[src/rtl/osc_trim_pkg.sv]
package osc_trim_pkg;

    typedef enum logic {
        DIR_DOWN = 1'b0,
        DIR_UP   = 1'b1
    } cnt_dir_e;

    localparam int FLAG_N   = 4;
    localparam int FLG_FINE = 0;
    localparam int FLG_WARN = 1;
    localparam int FLG_ERR  = 2;
    localparam int FLG_MISS = 3;

    typedef struct packed {
        logic       fine;
        logic       warn;
        logic       err;
        logic [1:0] step;
    } grade_t;

    // Grade a captured count against the limit; step is the trim magnitude.
    function automatic grade_t grade(input int unsigned cnt, input int unsigned lim);
        grade_t g;
        g = '0;
        if (cnt < lim) begin
            g.fine = 1'b1;
            g.step = 2'd1;
        end else if (cnt <= 3 * lim) begin
            g.warn = 1'b1;
            g.step = 2'd2;
        end else begin
            g.err = 1'b1;
        end
        return g;
    endfunction

endpackage

[src/rtl/osc_trim_sync.sv]
module osc_trim_sync #(
    parameter int STAGES = 2
) (
    input  logic clk_i,
    input  logic rst_i,
    input  logic async_i,
    output logic rise_o
);
    logic [STAGES-1:0] chain_q;
    logic              last_q;

    always_ff @(posedge clk_i) begin
        if (rst_i) begin
            chain_q <= '0;
            last_q  <= 1'b0;
        end else begin
            chain_q <= {chain_q[STAGES-2:0], async_i};
            last_q  <= chain_q[STAGES-1];
        end
    end

    assign rise_o = chain_q[STAGES-1] & ~last_q;
endmodule

[src/rtl/osc_trim_counter.sv]
module osc_trim_counter
    import osc_trim_pkg::*;
#(
    parameter int CNT_W = 16
) (
    input  logic             clk_i,
    input  logic             rst_i,
    input  logic             evt_i,
    input  logic [CNT_W-1:0] reload_i,
    input  logic [CNT_W-1:0] top_i,
    output logic [CNT_W-1:0] cnt_o,
    output cnt_dir_e         dir_o,
    output logic             miss_o
);
    logic [CNT_W-1:0] cnt_q;
    cnt_dir_e         dir_q;

    always_ff @(posedge clk_i) begin
        if (rst_i) begin
            cnt_q <= '0;
            dir_q <= DIR_UP;
        end else if (evt_i) begin
            cnt_q <= reload_i;
            dir_q <= DIR_DOWN;
        end else if (dir_q == DIR_DOWN) begin
            if (cnt_q == '0) begin
                dir_q <= DIR_UP;
                cnt_q <= CNT_W'(1);
            end else begin
                cnt_q <= cnt_q - 1'b1;
            end
        end else if (cnt_q < top_i) begin
            cnt_q <= cnt_q + 1'b1;
        end
    end

    // One-shot: fires on the step that lands on the ceiling.
    assign miss_o = !evt_i && (dir_q == DIR_UP) && (cnt_q < top_i)
                    && ((cnt_q + 1'b1) == top_i);
    assign cnt_o  = cnt_q;
    assign dir_o  = dir_q;
endmodule

[src/rtl/osc_trim_adjust.sv]
module osc_trim_adjust #(
    parameter int TRIM_W   = 7,
    parameter int TRIM_RST = 64
) (
    input  logic              clk_i,
    input  logic              rst_i,
    input  logic              wr_i,
    input  logic [TRIM_W-1:0] wdata_i,
    input  logic              apply_i,
    input  logic              raise_i,
    input  logic [1:0]        step_i,
    output logic [TRIM_W-1:0] trim_o
);
    localparam logic [TRIM_W:0] TOP = {1'b0, {TRIM_W{1'b1}}};

    logic [TRIM_W-1:0] trim_q, trim_nxt;
    logic [TRIM_W:0]   ext, stepx, sum;

    always_comb begin
        ext   = {1'b0, trim_q};
        stepx = (TRIM_W+1)'(step_i);
        sum   = ext + stepx;
        if (raise_i)
            trim_nxt = (sum > TOP) ? TOP[TRIM_W-1:0] : sum[TRIM_W-1:0];
        else
            trim_nxt = (ext < stepx) ? '0 : trim_q - stepx[TRIM_W-1:0];
    end

    always_ff @(posedge clk_i) begin
        if (rst_i)        trim_q <= TRIM_W'(TRIM_RST);
        else if (wr_i)    trim_q <= wdata_i;
        else if (apply_i) trim_q <= trim_nxt;
    end

    assign trim_o = trim_q;
endmodule

[src/rtl/osc_trim_ctrl.sv]
module osc_trim_ctrl
    import osc_trim_pkg::*;
#(
    parameter int CNT_W    = 16,
    parameter int LIM_W    = 8,
    parameter int TRIM_W   = 7,
    parameter int TRIM_RST = 64,
    parameter int SYNC_N   = 2
) (
    input  logic              clk_i,
    input  logic              rst_i,
    input  logic              ref_pulse_i,
    input  logic [CNT_W-1:0]  cfg_reload_i,
    input  logic [LIM_W-1:0]  cfg_limit_i,
    input  logic              cfg_auto_i,
    input  logic [FLAG_N-1:0] cfg_irq_en_i,
    input  logic              trim_wr_i,
    input  logic [TRIM_W-1:0] trim_wdata_i,
    input  logic [FLAG_N-1:0] stat_clr_i,
    output logic [FLAG_N-1:0] stat_flags_o,
    output logic [CNT_W-1:0]  cap_value_o,
    output logic              cap_dir_o,
    output logic [TRIM_W-1:0] trim_o,
    output logic              irq_o
);
    localparam int TOP_W = LIM_W + 7;

    logic              pulse_evt, miss_evt;
    logic [CNT_W-1:0]  cnt_q, count_top;
    cnt_dir_e          dir_q;
    grade_t            g;
    logic [FLAG_N-1:0] flag_q, flag_set;

    assign count_top = CNT_W'({cfg_limit_i, 7'b0});

    osc_trim_sync #(.STAGES(SYNC_N)) u_sync (
        .clk_i(clk_i), .rst_i(rst_i), .async_i(ref_pulse_i), .rise_o(pulse_evt)
    );

    osc_trim_counter #(.CNT_W(CNT_W)) u_cnt (
        .clk_i(clk_i), .rst_i(rst_i), .evt_i(pulse_evt),
        .reload_i(cfg_reload_i), .top_i(count_top),
        .cnt_o(cnt_q), .dir_o(dir_q), .miss_o(miss_evt)
    );

    assign g = grade(32'(cnt_q), 32'(cfg_limit_i));

    osc_trim_adjust #(.TRIM_W(TRIM_W), .TRIM_RST(TRIM_RST)) u_adj (
        .clk_i(clk_i), .rst_i(rst_i),
        .wr_i(trim_wr_i), .wdata_i(trim_wdata_i),
        .apply_i(pulse_evt && cfg_auto_i && (g.step != 2'd0)),
        .raise_i(dir_q == DIR_DOWN), .step_i(g.step),
        .trim_o(trim_o)
    );

    always_comb begin
        flag_set           = '0;
        flag_set[FLG_FINE] = pulse_evt & g.fine;
        flag_set[FLG_WARN] = pulse_evt & g.warn;
        flag_set[FLG_ERR]  = pulse_evt & g.err;
        flag_set[FLG_MISS] = miss_evt;
    end

    always_ff @(posedge clk_i) begin
        if (rst_i) begin
            flag_q      <= '0;
            cap_value_o <= '0;
            cap_dir_o   <= 1'b0;
        end else begin
            flag_q <= (flag_q & ~stat_clr_i) | flag_set;
            if (pulse_evt) begin
                cap_value_o <= cnt_q;
                cap_dir_o   <= dir_q;
            end
        end
    end

    assign stat_flags_o = flag_q;
    assign irq_o        = |(flag_q & cfg_irq_en_i);

    if (TOP_W > CNT_W) begin : g_width_bad
        initial $error("CNT_W must hold 128 x limit");
    end
endmodule

[config.mk]
export PLATFORM = sky130hd
export DESIGN_NAME = osc_trim_ctrl
export DESIGN_NICKNAME = d
export VERILOG_FILES = /design/src/rtl/osc_trim_pkg.sv /design/src/rtl/osc_trim_sync.sv /design/src/rtl/osc_trim_counter.sv /design/src/rtl/osc_trim_adjust.sv /design/src/rtl/osc_trim_ctrl.sv
export SDC_FILE = /design/constraint.sdc
export NUM_CORES = 1
export LEC_CHECK = 0
export ABC_CLOCK_PERIOD_IN_PS = 5000
export BUFFER_PORTS_ARGS = -buffer_cell sky130_fd_sc_hd__buf_2
export CELL_PAD_IN_SITES_DETAIL_PLACEMENT = 1
export CELL_PAD_IN_SITES_GLOBAL_PLACEMENT = 2
export CORE_AREA = 2 2 122 124
export CTS_CLUSTER_SIZE = 40
export DETAILED_ROUTE_END_ITERATION = 6
export DIE_AREA = 0 0 124 126
export PLACE_DENSITY = 0.89
export SYNTH_ARGS = -nofsm -noshare
export SYNTH_HDL_FRONTEND = slang
export SYNTH_HIERARCHICAL = 1
export SYNTH_SLANG_ARGS = --single-unit
[constraint.sdc]
create_clock -name clk_i -period 5 [get_ports clk_i]
set_input_delay 0.5 -clock clk_i [delete_from_list [all_inputs] [get_ports clk_i]]
set_output_delay 0.5 -clock clk_i [all_outputs]
set_load 0.02 [all_outputs]
# Yosys cells after proc, flatten, opt, wreduce, memory -nomap -nowiden
# Index checks and enable logic that the tools add are counted.
# word_totals
wordCells,57
reg_bits,48
inputBits,44
out_inout_bits,29
# classes
addsub,4
muxes,18
n_eq_ne,2
magnitude_cmp,5
n_mul,1
n_reduce_logical,10
bitwise,9
# op_table
cell,n
$mux W16,4
$mux W7,5
$add A16 B1 Y16 const B,1
$eq A16 B15 Y1,1
$le A16 B10 Y1,1
$logic_not A16 Y1,1
$lt A16 B15 Y1,1
$lt A16 B8 Y1,1
$sub A16 B1 Y16 const B,1
$mul A2 B8 Y10 const A,1
$add A7 B2 Y8,1
$and A4 B4 Y4,2
$gt A8 B7 Y1 const B,1
$lt A7 B2 Y1,1
$sub A7 B2 Y7,1
$mux W1,6
$mux W2,3
$logic_and A1 B1 Y1,5
$and A1 B1 Y1,4
$not A4 Y4,1
$or A4 B4 Y4,1
$reduce_bool A2 Y1,2
$reduce_or A4 Y1,1
$ne A3 B3 Y1 const B,1
2 further kinds,2

# Longest topological paths before layout
# Gate-level depths: netlist (run 1).
# logic_depth
depth_word,10
mapped_depth,22
depth_no_buf,22

# Cells and area by module
# Netlist (run 1), hierarchy kept.
# modules_own_cells
mod,n_inst,seq_area_each_um2,area_each_um2,cells_each
osc_trim_counter,1,340.3,2431.1,343
osc_trim_ctrl,1,420.4,1460.2,164
osc_trim_adjust,1,140.1,798.3,107
osc_trim_sync,1,60.1,87.6,7

# Least setup slack after synthesis (run 1)
# Ideal clock, no wire load.
# synth_path
kind,input to register
startpoint,in cfg_limit_i[0]
endpoint,reg u_adj.trim_q[5] (netlist: u_adj/trim_o[5])
t_required_ns,4.869
arrival_time_ns,4.060
path_slack_ns,0.809
setup_time_ns,0.131
path_buffers,0
cell_stages,22
path_cell_list,ha_1 -> inv_1 -> fa_1 -> nor2b_1 -> o21ai_0 -> nand2b_1 -> a21o_1 -> a21o_1 -> xor2_1 -> ha_1 -> o21ai_0 -> nor2_1 -> or4b_1 -> o22a_2 -> nor2_2 -> inv_1 -> ha_1 -> nor2b_1 -> o2111ai_1 -> mux2_2 -> o21ai_0 -> a211oi_2
# synth_lines
element,line_no,source
start: declaration,osc_trim_ctrl.sv:14,"input logic [LIM_W-1:0] cfg_limit_i,"
end signal: assignment,osc_trim_adjust.sv:30,if (rst_i) trim_q <= TRIM_W'(TRIM_RST);
end signal: assignment,osc_trim_adjust.sv:31,else if (wr_i) trim_q <= wdata_i;
end signal: assignment,osc_trim_adjust.sv:32,else if (apply_i) trim_q <= trim_nxt;
end: declaration,osc_trim_adjust.sv:16,"logic [TRIM_W-1:0] trim_q, trim_nxt;"

==> results of run 1 <==
-- flip-flops by register name, summed over array words and instances, names as in the netlist --
name            count
cap_value_o        16
u_cnt/cnt_o        16
u_adj/trim_o        7
stat_flags_o        4
u_sync/chain_q      2
cap_dir_o           1
u_cnt/dir_o         1
u_sync/last_q       1
-- kinds of logic after synthesis --
logic type	synth area share, %
buffers and inverters	7.10
flip-flops	20.1
other	0.0785
adder cells (fa/ha/maj)	13.8
AO/OA/AOI/OAI	21.3
AND/OR/NAND/NOR	24.8
multiplexers	5.47
XOR/XNOR	7.28
-- worst paths after layout --
path | cells after the start | slack [ns] | endpoint
max | 22 | 0.43 | u_adj/trim_o[2]
min | 2 | 0.43 | u_sync/chain_q[0]
max reg2reg | 13 | 1.53 | u_adj/trim_o[2]
min reg2reg | 1 | 0.45 | u_sync/chain_q[1]
-- cells in the final DEF (no fill, tap or decap), types with 4 or more instances in the layout --
cell type,netlist,routed
xnor2_1,21,21
buf_4,3,10
a211oi_1,4,4
nand4_1,12,12
o211ai_1,4,4
nor4_1,12,12
inv_1,45,45
nor2_1,72,72
a21oi_1,43,43
ha_1,48,48
buf_2,15,72
a22oi_1,5,5
clkbuf_16,0,5
o21ai_0,27,27
nand2_1,44,44
and4_1,5,5
a31oi_1,4,4
nor2b_1,13,13
a21o_1,9,9
nor3_1,19,19
and2_1,5,5
nand3_1,13,13
nand2b_1,11,11
o21a_1,4,4
mux2i_1,25,25
conb_1,1,17
dfxtp_1,48,48
xor2_1,11,11
-- worst register-to-register path: stages, from the launching register on --
cell and delay (ns):
dfxtp_1 0.49, ha_1 0.31, a211oi_1 0.19, nor2_1 0.07, or4b_1 0.46, o22a_2 0.24, nor2_2 0.21, inv_1 0.12
ha_1 0.30, nor2b_1 0.24, o2111ai_1 0.26, a21oi_1 0.24, nor2_1 0.08, a211oi_2 0.18
-- synthesized netlist by cell type (14+ instances only) --
master	number
ha_1	48
buf_2	15
nand2_1	44
nor2_1	72
dfxtp_1	48
nor3_1	19
o21ai_0	27
a21oi_1	43
inv_1	45
clkbuf_1	14
xnor2_1	21
mux2i_1	25
-- layer usage --
metal,GRT usage (%),vias to the layer above
met3,2.67,23
met2,35.2,147
met1,28.6,2409
met5,0,-
li1,-,2361
met4,4.49,0
-- power by group through the flow --
stage	Combinational [µW]	Clock, µW	Sequential (µW)
finish	798	396	490
global route	885	420	497
CTS	790	405	489
detailed placement	780	0	498
global placement	750	0	497
floorplan	575	0	470
-- cell type report --
cell class	instances	area (µm²)
Fill cell	1806	8800
Tap cell	184	230
Inverter	45	169
Clock inverter	3	47.5
Multi-Input combinational cell	509	3540
Clock buffer	5	125
Sequential cell	48	961
Timing Repair Buffer	82	435
-- per-stage QoR --
step                      worst slack (ns)  instance area (µm²)  power, µW
after CTS                            0.475                 5510       1680
after global placement               0.319                 5340       1250
after global routing                0.0488                 5510       1800
after detailed placement             0.212                 5340       1280
final                                0.435                 5510       1680
after floorplan                      0.809                 4840       1050
==> reports/metrics.cfg, run 1 <==
[critical_path]
critical_path.max_fanout=4
worst_ep_required_time_ns=5.21
cp_cell_sequence=buf_2 -> ha_1 -> inv_1 -> fa_1 -> nor2b_1 -> o21ai_0 -> nand2b_1 -> a21o_1 -> a21o_1 -> a21oi_1 -> ha_1 -> a21oi_1 -> or4b_1 -> o22a_2 -> nor2_2 -> inv_1 -> ha_1 -> nor2b_1 -> o2111ai_1 -> a21oi_1 -> nor2_1 -> a211oi_2
startpoint=cfg_limit_i[0]
crit-reg2reg-launch=u_cnt/cnt_o[4]
path_buf_inv=3
cp.arrival_ns=4.78
criticalPathCategory=in -> reg
nature_of_the_critical_path_startpoint=primary input
cp_max_delay_cell=or4b_1
crit_family=compound AO/OA/AOI/OAI gates
timing.critical_path.to_type=register
worst_path_largest_cell_delay_ns=0.44

[clocking]
cts-hold-fix-buffers=0
post_cts_buffers=0
ctsHtreeMaxLevel=2
cts.repair.resized=0
cts_tree=yes
worst_setup_hold_path_clk_slew_ns=0.07
tritoncts_num_sinks=48
clkLatencyLatePin_ns=0.30
cts_buffers=5
root_driver=clkbuf_16
cts.path.max_buffers=2

[synthesis]
syn-instance-count=621
syn-cell-area_um2=4780
top_cell_type_s_share_of_synthesized_area_pct=20.1
ys_seq_elements=48
dominantRegCellSynth=dfxtp_1
syn_avg_cell_area_um2=7.69
post_synth_edffs=0
synth-seq-area-share_pct=20.1
post_synth_num_cell_types=79
ys_warn_count=6
synth.area.top_cells=dfxtp_1, ha_1, nor2_1
netlist.top_cell.by_area=dfxtp_1
ys_async_sr_fraction_pct=0

[power]
share_clk_of_total_power_pct=23.5
sequentialPowerShare_pct=29.1
power_report.internal_total_uw=966
power.static_leakage_uw=0.00240
powerDensity_nw_per_um2=306
power_frac_comb_pct=47.4
p_sw_uw=718
max-vdd-ir-drop_v=0.000131
switching_share_pct=42.6

[worst_hold_path]
worst_hold_path_type=in -> reg
min_from=ref_pulse_i

[global_routing]
grt_max_degree=54
first_pass_grt_wire_length_mm=25.9
grt_antenna_before_repair=0
grt_usage_pct=21.0
grt_pass1_vias=4996
grt_overflow=0

[finish]
synthToLayoutAreaGrowth_pct=15.3
utilization_pct=38.5
design.final.nets=786
finalNonFillerCells=876
n_antenna_cell=0
final_layout_size_suffix_gt1_share_pct=15.3

[route]
drc_errors=0
remaining_antenna_violation_count=0
wl_per_cell_um=18.8
drt_first_pass_iters=5
m1_wire_length_mm=7.49
drt_first_iter_violations=361
dr_wl_met2_mm=7.87
routed-via-count=4940
highest_layer=met4
drt-vias-per-instance=5.64
met3_length_um=895
drt_wl_total_mm=16.5

[placement]
hpwl_mm=12.4
port-buffer-count=72
dp_cells=868
gpl.final_weighted_congestion=0.877

[timing]
report.final.hold_viol_count=0
achievable-frequency_mhz=219
post_route_setup_tns_ns=0
maxSlewHeadroom_pct=31.3
timing.final.max_slew_violations=0
final-setup-viol-count=0
final.setup_skew_ns=0.00970
tightest_slew_ns=1.03
rsz0062_at_grt=no
fin_worst_hold_slack_ns=0.425
post-route-min-period_ns=4.57
final_min_period_over_clock_period_pct=91.3

[floorplanning]
floorplan.initialDensity_pct=33.4
die_width_um=124
die_h_um=126
overall_die_area_um2=15600
floorplan.core_area_um2=14300
rows=44
num_io_pins=73

[run]
maxCapViolations=0

[status]
outcome=finished, final reports clean

Power figures use the tool's default switching activity.
==> run 2, diff against run 1 <==
--- a/config.mk
+++ b/config.mk
@@ -14,6 +14,7 @@
 export DETAILED_ROUTE_END_ITERATION = 6
 export DIE_AREA = 0 0 124 126
 export PLACE_DENSITY = 0.89
+export REMOVE_ABC_BUFFERS = 1
 export SYNTH_ARGS = -nofsm -noshare
 export SYNTH_HDL_FRONTEND = slang
 export SYNTH_HIERARCHICAL = 1
==> reports/metrics.cfg, run 2 (synthesized netlist as in run 1, its figures left out) <==
[placement]
gpl.final_weighted_congestion=0.889  ; +1.4%
hpwl_mm=12.0  ; -3.3%
port-buffer-count=72  ; unchanged

[global_routing]
grt_pass1_vias=5047  ; +1.0%
grt_antenna_before_repair=0  ; unchanged
grt_usage_pct=20.6  ; -0.33 points
grt_overflow=0  ; unchanged
first_pass_grt_wire_length_mm=25.6  ; -1.0%
grt_max_degree=44  ; -19%

[route]
drc_errors=0  ; unchanged
remaining_antenna_violation_count=0  ; unchanged
routed-via-count=4895  ; -0.91%
drt_first_iter_violations=257  ; -29%
drt_first_pass_iters=5  ; unchanged
wl_per_cell_um=18.1  ; -3.8%
drt_wl_total_mm=15.9  ; -3.7%
drt-vias-per-instance=5.58  ; -1.0%

[floorplanning]
overall_die_area_um2=15600  ; unchanged
floorplan.initialDensity_pct=33.4  ; unchanged
rows=44  ; unchanged
die_width_um=124  ; unchanged
num_io_pins=73  ; unchanged
floorplan.core_area_um2=14300  ; unchanged
die_h_um=126  ; unchanged

[finish]
synthToLayoutAreaGrowth_pct=15.0
n_fill_cell=1816  ; +0.55%
design.final.nets=787  ; +0.13%
most_frequent_cells_in_the_layout=nor2_1, buf_2, ha_1, dfxtp_1, inv_1
final_layout_size_suffix_gt1_share_pct=15.3  ; -0.022 points
n_antenna_cell=0  ; unchanged

[critical_path]
crit_family=compound AO/OA/AOI/OAI gates
nature_of_the_critical_path_startpoint=primary input
criticalPathCategory=in -> reg
cp_max_delay_cell=or4b_1
worst_path_largest_cell_delay_ns=0.48  ; +0.04 ns
timing.critical_path.to_type=register
worst_ep_required_time_ns=5.18  ; -0.03 ns
cp_cell_sequence=buf_2 -> ha_1 -> inv_1 -> fa_1 -> nor2b_1 -> o21ai_0 -> nand2b_1 -> a21o_1 -> a21o_1 -> a21oi_1 -> ha_1 -> a21oi_1 -> or4b_1 -> o22a_2 -> nor2_2 -> inv_1 -> fa_1 -> nand3b_1 -> nor2_1 -> nand3_1 -> a31oi_1 -> o21ai_0
critical_path.max_fanout=4  ; unchanged
rrSetupSlack_ns=1.43  ; -0.10 ns
cp.arrival_ns=4.76  ; -0.02 ns
path_buf_inv=3  ; unchanged

[power]
powerDensity_nw_per_um2=297  ; -2.7%
power.static_leakage_uw=0.00239  ; -0.37%
total_power_uw=1630  ; -3.0%
max-vdd-ir-drop_v=0.000169  ; +29%

[clocking]
cts.repair.resized=0  ; unchanged
cts_buffers=5  ; unchanged
ctsHtreeMaxLevel=2  ; unchanged
post_cts_buffers=0  ; unchanged
cts_tree=yes
cts.path.max_buffers=2  ; unchanged
cts-hold-fix-buffers=0  ; unchanged
root_driver=clkbuf_16
tritoncts_num_sinks=48  ; unchanged
clkLatencyLatePin_ns=0.29  ; about the same
worst_setup_hold_path_clk_slew_ns=0.07  ; about the same

[status]
outcome=finished, final reports clean

[timing]
timing.final.max_slew_violations=0  ; unchanged
post_route_setup_tns_ns=0  ; unchanged
rsz0062_at_grt=no
tightest_slew_ns=0.973  ; -0.0575 ns
report.final.hold_viol_count=0  ; unchanged
maxSlewHeadroom_pct=34.9  ; +3.6 points
final-setup-viol-count=0  ; unchanged
final.setup_skew_ns=0.00443  ; -0.00527 ns
achievable-frequency_mhz=218  ; -0.36%
post-route-min-period_ns=4.58  ; +0.0164 ns
final_min_period_over_clock_period_pct=91.6  ; +0.33 points

[worst_hold_path]
worst_hold_path_type=in -> reg

[run]
maxCapViolations=0  ; unchanged

[run 2: stage by stage]
step | utilization [%] | hold WS [ns] | instance area, µm² | std cells | setup slack (ns)
after CTS | 38.4 | 0.407 | 5500 | 877 | 0.443
after global routing | 38.4 | 0.423 | 5500 | 877 | 0.149
final | 38.4 | 0.411 | 5500 | 877 | 0.418
after floorplan | - | 0.414 | 4670 | 602 | 0.811
after detailed placement | 37.3 | 0.432 | 5350 | 869 | 0.149
after global placement | 37.3 | 0.419 | 5350 | 869 | 0.335
[run 2: final cells by class]
type | count | area (µm²) | area share, %
multi-input cells | 509 | 3540 | 64.5
inverters | 45 | 169 | 3.07
flip-flops and latches | 48 | 961 | 17.5
well taps | 184 | 230 | 4.19
clock buffers | 7 | 143 | 2.60
clock inverters | 1 | 7.51 | 0.137
repair buffers | 83 | 443 | 8.06
[run 2: worst paths after layout]
kind,cells past startpoint,start,to
worst min register to register,1,u_sync/chain_q[0],u_sync/chain_q[1]
worst max-delay path,22,cfg_limit_i[0],u_adj/trim_o[6]
worst min-delay path,2,ref_pulse_i,u_sync/chain_q[0]
worst max register to register,14,u_cnt/cnt_o[5],u_adj/trim_o[6]
[run 2: where the power goes]
group | leakage (µW) | total [µW] | internal [µW] | switching, µW
sequential | 0.000391 | 495 | 413 | 82.4
clock | 0.0000701 | 356 | 200 | 156
combinational | 0.00193 | 782 | 314 | 468
[run 2: layer usage]
layer | vias to the layer above | GRT usage, % | share of wire [%]
met5 | - | 0 | 0
met4 | 0 | 6.61 | 1.9
met3 | 25 | 2.13 | 4.0
met2 | 129 | 33.7 | 48
met1 | 2390 | 28.3 | 46
li1 | 2351 | - | -
[run 2: worst reg2reg max path, stage by stage (launching register included)]
cell      delay [ns]
dfxtp_1         0.30
buf_4           0.20
ha_1            0.33
a211oi_1        0.26
nor2_1          0.08
or4b_1          0.49
o22a_2          0.23
nor2_2          0.19
inv_1           0.11
fa_1            0.43
nand3b_1        0.23
nor2_1          0.17
nand3_1         0.13
a31oi_1         0.20
o21ai_0         0.11
